File: config.mk
export PLATFORM = sky130hd
export DESIGN_NAME = cpwm_deadtime
export DESIGN_NICKNAME = d
export VERILOG_FILES = /design/src/rtl/cpwm_deadtime.sv
export SDC_FILE = /design/constraint.sdc
export NUM_CORES = 1
export LEC_CHECK = 0
export BUFFER_PORTS_ARGS = -buffer_cell sky130_fd_sc_hd__buf_2
export CORE_ASPECT_RATIO = 0.7
export CORE_UTILIZATION = 46
export DETAILED_ROUTE_END_ITERATION = 7
export PLACE_DENSITY = 0.76
export SLEW_MARGIN = 20
export SYNTH_ARGS = -nofsm -noshare
export SYNTH_HDL_FRONTEND = slang
export SYNTH_SLANG_ARGS = --single-unit
File: constraint.sdc
create_clock -name clk -period 3.25 [get_ports clk]
set_clock_uncertainty 0.05 [all_clocks]
set_input_delay 0.65 -clock clk [delete_from_list [all_inputs] [get_ports clk]]
set_output_delay 0.65 -clock clk [all_outputs]
set_load 0.005 [all_outputs]
File: src/rtl/cpwm_deadtime.sv
module cpwm_deadtime #(
  parameter int CW = 16
) (
  input  logic          clk,
  input  logic          rst_n,
  input  logic          enable,
  input  logic          tick,
  input  logic [CW-1:0] tb_count,
  input  logic [CW-1:0] duty,
  input  logic [CW-1:0] dead,
  input  logic          lead_mode,
  input  logic          flag_both,
  input  logic          pol,
  input  logic          flag_clr,
  output logic          pwm_out,
  output logic          flag
);

  localparam logic [1:0] PH_FIRST  = 2'd0;
  localparam logic [1:0] PH_SECOND = 2'd1;
  localparam logic [1:0] PH_DEAD   = 2'd2;

  logic [1:0]  phase;
  logic [CW-1:0] lc;
  logic        act;
  logic        on_local;
  logic [CW:0] lc_inc;
  logic        duty_hit, dead_hit;
  logic        go_active, go_idle;

  assign on_local  = (phase == PH_DEAD);
  assign lc_inc    = {1'b0, lc} + (CW+1)'(1);
  assign duty_hit  = enable & tick & ~on_local & (tb_count == duty);
  assign dead_hit  = enable & tick & on_local & (lc_inc >= {1'b0, dead});

  assign go_active = (duty_hit & ~lead_mode & (phase == PH_FIRST)) | (dead_hit & lead_mode);
  assign go_idle   = (duty_hit & lead_mode & (phase == PH_SECOND)) | (dead_hit & ~lead_mode);

  assign pwm_out = act ? pol : ~pol;

  always_ff @(posedge clk or negedge rst_n) begin
    if (!rst_n) begin
      phase <= PH_FIRST;
      lc    <= '0;
      act   <= 1'b0;
    end else if (!enable) begin
      phase <= PH_FIRST;
      lc    <= '0;
      act   <= 1'b0;
    end else begin
      case (phase)
        PH_FIRST: if (duty_hit) begin
          phase <= lead_mode ? PH_DEAD : PH_SECOND;
          lc    <= '0;
        end
        PH_SECOND: if (duty_hit) begin
          phase <= lead_mode ? PH_FIRST : PH_DEAD;
          lc    <= '0;
        end
        PH_DEAD: begin
          if (dead_hit) phase <= lead_mode ? PH_SECOND : PH_FIRST;
          else if (tick) lc <= lc_inc[CW-1:0];
        end
        default: phase <= PH_FIRST;
      endcase
      if (go_active)    act <= 1'b1;
      else if (go_idle) act <= 1'b0;
    end
  end

  always_ff @(posedge clk or negedge rst_n) begin
    if (!rst_n)                              flag <= 1'b0;
    else if (go_idle | (flag_both & go_active)) flag <= 1'b1;
    else if (flag_clr)                       flag <= 1'b0;
  end

endmodule

; Word level (Yosys, flattened, before mapping)
; Cells that the tools add are included.
; Widths: inputs -> output; s select.
[totals]
wordCells = 59
inputBits = 56
ff_bits = 20
out_inout_bits = 2
[op_classes]
order_cmp = 1
mux = 19
reduce_logical = 5
bitwise_logic = 18
add_sub_neg = 1
eq_ne = 11
[ops]
columns = cell, n
row1 = $mux 16, 4
row2 = $pmux 16 s2, 1
row3 = $add 16x1->17 const B, 1
row4 = $ge 17x16->1, 1
row5 = $eq 16x16->1, 1
row6 = $and 1x1->1, 12
row7 = $mux 2, 6
row8 = $ne 3x3->1 const B, 4
row9 = $ne 3x2->1 const B, 3
row10 = $mux 1, 7
row11 = $pmux 2 s3, 1
row12 = $reduce_and 4->1, 1
row13 = $ne 3x1->1 const B, 1
row14 = $not 1->1, 3
row15 = $or 1x1->1, 3
row16 = $reduce_and 3->1, 1
row17 = $eq 2x1->1 const B, 1
row18 = $eq 2x2->1 const B, 1
row19 = $logic_not 2->1, 1
row20 = $reduce_bool 2->1, 1
row21 = $reduce_or 2->1, 1

; Logic depth before layout (Yosys ltp)
[logic_depth]
ltp_word = 10
mapped_depth = 14
depth_no_buf = 13

; Least setup slack after synthesis
; Ideal clock, no wire load.
[synth_timing]
path_type = flip-flop to flip-flop
from = reg lc[0]
to = reg lc[13]
arrival_ns = 3.152
required_time_ns = 3.079
period_less_slack_ns = 3.323
setup_ns = 0.121
path_slack_ns = -0.073
path_stages_with_launch = 15
n_path_buf = 1
path_cell_list = dfrtp_1 ha_1 and3_4 and3_4 nand3_2 or2_2 nand2_1 ha_1 a211oi_1 o21bai_1 o41ai_4 nand2_2 o311a_4 buf_6 a22o_1
[synth_between]
elab_chain_cells = 5
word_cells_on_any_way = 9
cone_classes = add/sub (1) / order compare (1) / eq/ne (1) / mux (4) / bitwise (1) / reduce/logical (1)
[synth_lines]
columns = item, line
row1 = from (decl), 24  ; logic [CW-1:0] lc;
row2 = from (signal assigned), 62  ; else if (tick) lc <= lc_inc[CW-1:0];
row3 = $add 16x1->17 (*), 32  ; assign lc_inc = {1'b0, lc} + (CW+1)'(1);
row4 = $ge 17x16->1 / $mux 16 (equally long branches), "34, 62"
row5 = $and 1x1->1 / $mux 16 (equally long branches), "34, 61"
row6 = $ne 3x3->1 (no line) / $pmux 16 s2 (equally long branches), -
row7 = $reduce_and 4->1 (no line) / $mux 16 (equally long branches), -
; Mark *: on every way between the ends. The rest lies on a longest branch, timed or not. The select of a mux whose other input is x is not followed.
; A chain may end at the register's enable or synchronous reset.

; Worst setup path after layout
[layout_timing]
from = reg lc[0]
to = reg flag
[layout_between]
elab_chain_cells = 8
word_cells_on_any_way = 11
cone_classes = add/sub (1) / order compare (1) / mux (1) / bitwise (7) / reduce/logical (1)
[layout_lines]
columns = item, line
row1 = $add 16x1->17 (*), 32
row2 = $ge 17x16->1 (*), 34  ; assign dead_hit = enable & tick & on_local & (lc_inc >= {1'b0, dead});
row3 = $and 1x1->1 (*), 34
row4 = $and 1x1->1, 36  ; assign go_active = (duty_hit & ~lead_mode & (phase == PH_FIRST)) | (dead_hit & lead_mode);
row5 = $or 1x1->1, 36
row6 = $and 1x1->1, 73  ; else if (go_idle | (flag_both & go_active)) flag <= 1'b1;
row7 = $or 1x1->1 (*), 73
row8 = $mux 1 / $reduce_bool 2->1 (equally long branches), -
row9 = to (signal assigned), 72  ; if (!rst_n) flag <= 1'b0;
row10 = to (signal assigned), 73
row11 = to (signal assigned), 74  ; else if (flag_clr) flag <= 1'b0;
row12 = to (decl), 16  ; output logic flag
; Mark *: on every way between the ends. The rest lies on a longest branch, timed or not.

==> reports/qor.yml <==
crit_fanout: 4
dr.pass1.iters: 4
min_period_over_period: 1.03
die_h_um: 54.2
cts_max_level: 1
slew_headroom: 0.694
worst_pin_slew_ns: 0.458
die-area_um2: 4160
power_density_nw_per_um2: 230
ctsHoldBuffers: 0
slew_violations: 0
clkSinkCount: 20
synthToLayoutAreaGrowth_pct: 45.8
rsz0062_at_grt: "yes"
synth_area_leaders: "dfrtp_1, ha_1, xor2_1"
rows: 18
synth_area_um2: 1790
grt_pass1_wl_mm: 7.35
end_kind: "flip-flop"
synth_ff_type: "dfrtp_1"
hp-class: "primary input to async pin"
core-area_um2: 3630
cap_violations: 0
drc: 0
seq_area_um2: 500
grt_pass1_vias: 1638
timing.rr.start: "lc[0]$_DFFE_PN0P_"
startpoint_type: "flip-flop"
p_leak_uw: 0.00142
dpl_cell_area_um2: 2330
overflow: 0
place_congestion: 0.850
ios: 58
critPathArrivalTime_ns: 3.46
yosysSeqAreaShare: 0.279
worstSkewPairLatency_ns: 0.27
yosysTopAreaCell: "dfrtp_1"
synth-edff-count: 0
cp_slowest_cell: "o41ai_4"
crit_path_max_incr_delay_ns: 0.43
async_flop_share: 1.00
hold_viol_final: 0
antenna_left: 0
final.setup.worst_slack_ns: -0.0962
drt_wl_total_mm: 4.67
r2r_slack_ns: -0.1
cts_root_buf: "clkbuf_8"
clkTransAtPathRegs_ns: 0.09
synth-seq-cells: 20
peakVddDrop_v: 0.000179
p_total_uw: 601
antenna_found_initial: 0
dp_hpwl_mm: 3.34
mappedNetlistNets: 269
final_cell_mix: "buf_2, buf_4, dfrtp_1"
final_common_cell: "buf_2"
reg2reg_depth: 14
ys_types: 41
status: "complete, but fails checks"
cts_tree: "built"
design_area_um2: 2620
grt_max_degree: 21
multiInputGateArea_um2: 1400
crit_path_cell_trace: "ha_2 > and3_4 > and3_4 > nand3_4 > or2_4 > nand2_2 > ha_4 > a211oi_2 > o21bai_2 > o41ai_4 > nand2_2 > buf_6 > a31o_4 > a221o_1"
worstSetupPathType: "flip-flop to flip-flop"
portBuffers: 57
netlist.area_leader.share: 0.279
ys_warn_count: 0
violations: "setup timing"
fin_crit_ns: 3.35
wl_per_cell_um: 13.9
drive_above_1_share: 0.472
avgSynthCellArea_um2: 9.15
nets: 360
dr_total_vias: 1764
syn_inst: 196
drtIter0Drc: 64
grt_usage: 0.232
numCtsBuffers: 3
fp.dieW_um: 76.6
vias_per_cell: 5.25
r2r_end: "flag$_DFFE_PN0P_"
finalSetupViolations: 12
fmax_mhz: 299
start_util: 0.494
crit_required_ns: 3.36
antennaDiodeCount: 0
fillers: 295
clk_path_buf_depth: 2
-- cell type report --
| type | count | area share |
|---|---|---|
| multi-input combinational | 157 | 0.533 |
| inverter | 17 | 0.0244 |
| timing repair buffer | 88 | 0.200 |
| clock buffer | 3 | 0.0158 |
| tap | 50 | 0.0239 |
| clock inverter | 1 | 0.0115 |
| sequential | 20 | 0.191 |
-- worst max path at each step --
stage,startpoint,endpoint,slack (ns)
after detailed placement,lc[0]$_DFFE_PN0P_,lc[2]$_DFFE_PN0P_,-0.13
final,lc[0]$_DFFE_PN0P_,flag$_DFFE_PN0P_,-0.1
after floorplan,lc[0]$_DFFE_PN0P_,lc[13]$_DFFE_PN0P_,0.02
after CTS,lc[0]$_DFFE_PN0P_,lc[2]$_DFFE_PN0P_,-0.04
after global routing,lc[0]$_DFFE_PN0P_,flag$_DFFE_PN0P_,-0.19
after global placement,lc[0]$_DFFE_PN0P_,lc[6]$_DFFE_PN0P_,-0.07
-- cells in the mapped netlist, drive strengths merged, types with 3 or more instances --
cell / count
a211o: 4
a21o: 6
a21oi: 9
a22o: 9
and3: 10
dfrtp: 20
ha: 17
inv: 17
nand2: 19
nand3: 8
nand4: 5
nor2: 4
nor3: 5
nor4: 4
o21a: 3
o21bai: 3
or2: 4
xnor2: 10
xor2: 19
-- power breakdown --
part / switching, uW / total (uW) / internal, uW
logic: 43.7 / 90.7 / 46.9
clock network: 97.2 / 262 / 165
registers: 0.000415 / 249 / 249
-- stage by stage --
stage / util / worst slack [ns] / hold slack, ns / std cells / setup TNS, ns
5_1_grt: 0.721 / -0.190 / 0.306 / 336 / -2.03
3_5_place_dp: 0.642 / -0.127 / 0.451 / 326 / -0.746
6_report: 0.721 / -0.0962 / 0.264 / 336 / -0.428
3_3_place_gp: 0.642 / -0.0669 / 0.456 / 326 / -0.261
2_1_floorplan: - / 0.0165 / 0.304 / 196 / 0
4_1_cts: 0.698 / -0.0354 / 0.285 / 335 / -0.157
-- worst max-delay path, delay by kind of cell, from the launching register on --
| family | cells | cell delay, ns |
|---|---|---|
| AOI/OAI and AO/OA | 5 | 1.28 |
| adders and majority gates | 2 | 0.40 |
| buffers and inverters | 1 | 0.16 |
| DFF | 1 | 0.40 |
| and+or+nand+nor | 6 | 0.95 |
-- metal layers --
| metal | share of wire | up-vias | track usage |
|---|---|---|---|
| met2 | 0.46 | 49 | 0.408 |
| met3 | 0.046 | 6 | 0.0417 |
| li1 | - | 891 | - |
| met5 | 0 | - | 0 |
| met4 | 0.0081 | 0 | 0.0545 |
| met1 | 0.49 | 818 | 0.305 |
-- repair_timing --
item / 4_1_cts / 5_1_grt
setup buffers: 5 / 2
cloned: 1 / 0
setup endpoints to repair: 17 / 19
pin swaps: 22 / 22
resized for setup: 17 / 16
-- registers in the layout (all words and copies together), names as in the netlist --
register / flops
lc: 16
phase: 2
act: 1
flag: 1
-- cells by family (layout without fill, tap and decap cells) --
family / count (synthesis) / count (layout) / share of synthesized area
AO/OA/AOI/OAI: 42 / 43 / 0.193
XOR/XNOR: 29 / 29 / 0.142
flip-flops: 20 / 20 / 0.279
AND/OR/NAND/NOR: 67 / 67 / 0.214
buffers and inverters: 20 / 109 / 0.0467
multiplexers: 1 / 1 / 0.00628
adder cells (fa/ha/maj): 17 / 17 / 0.119
Note: power is estimated with default switching activity, not from simulation.
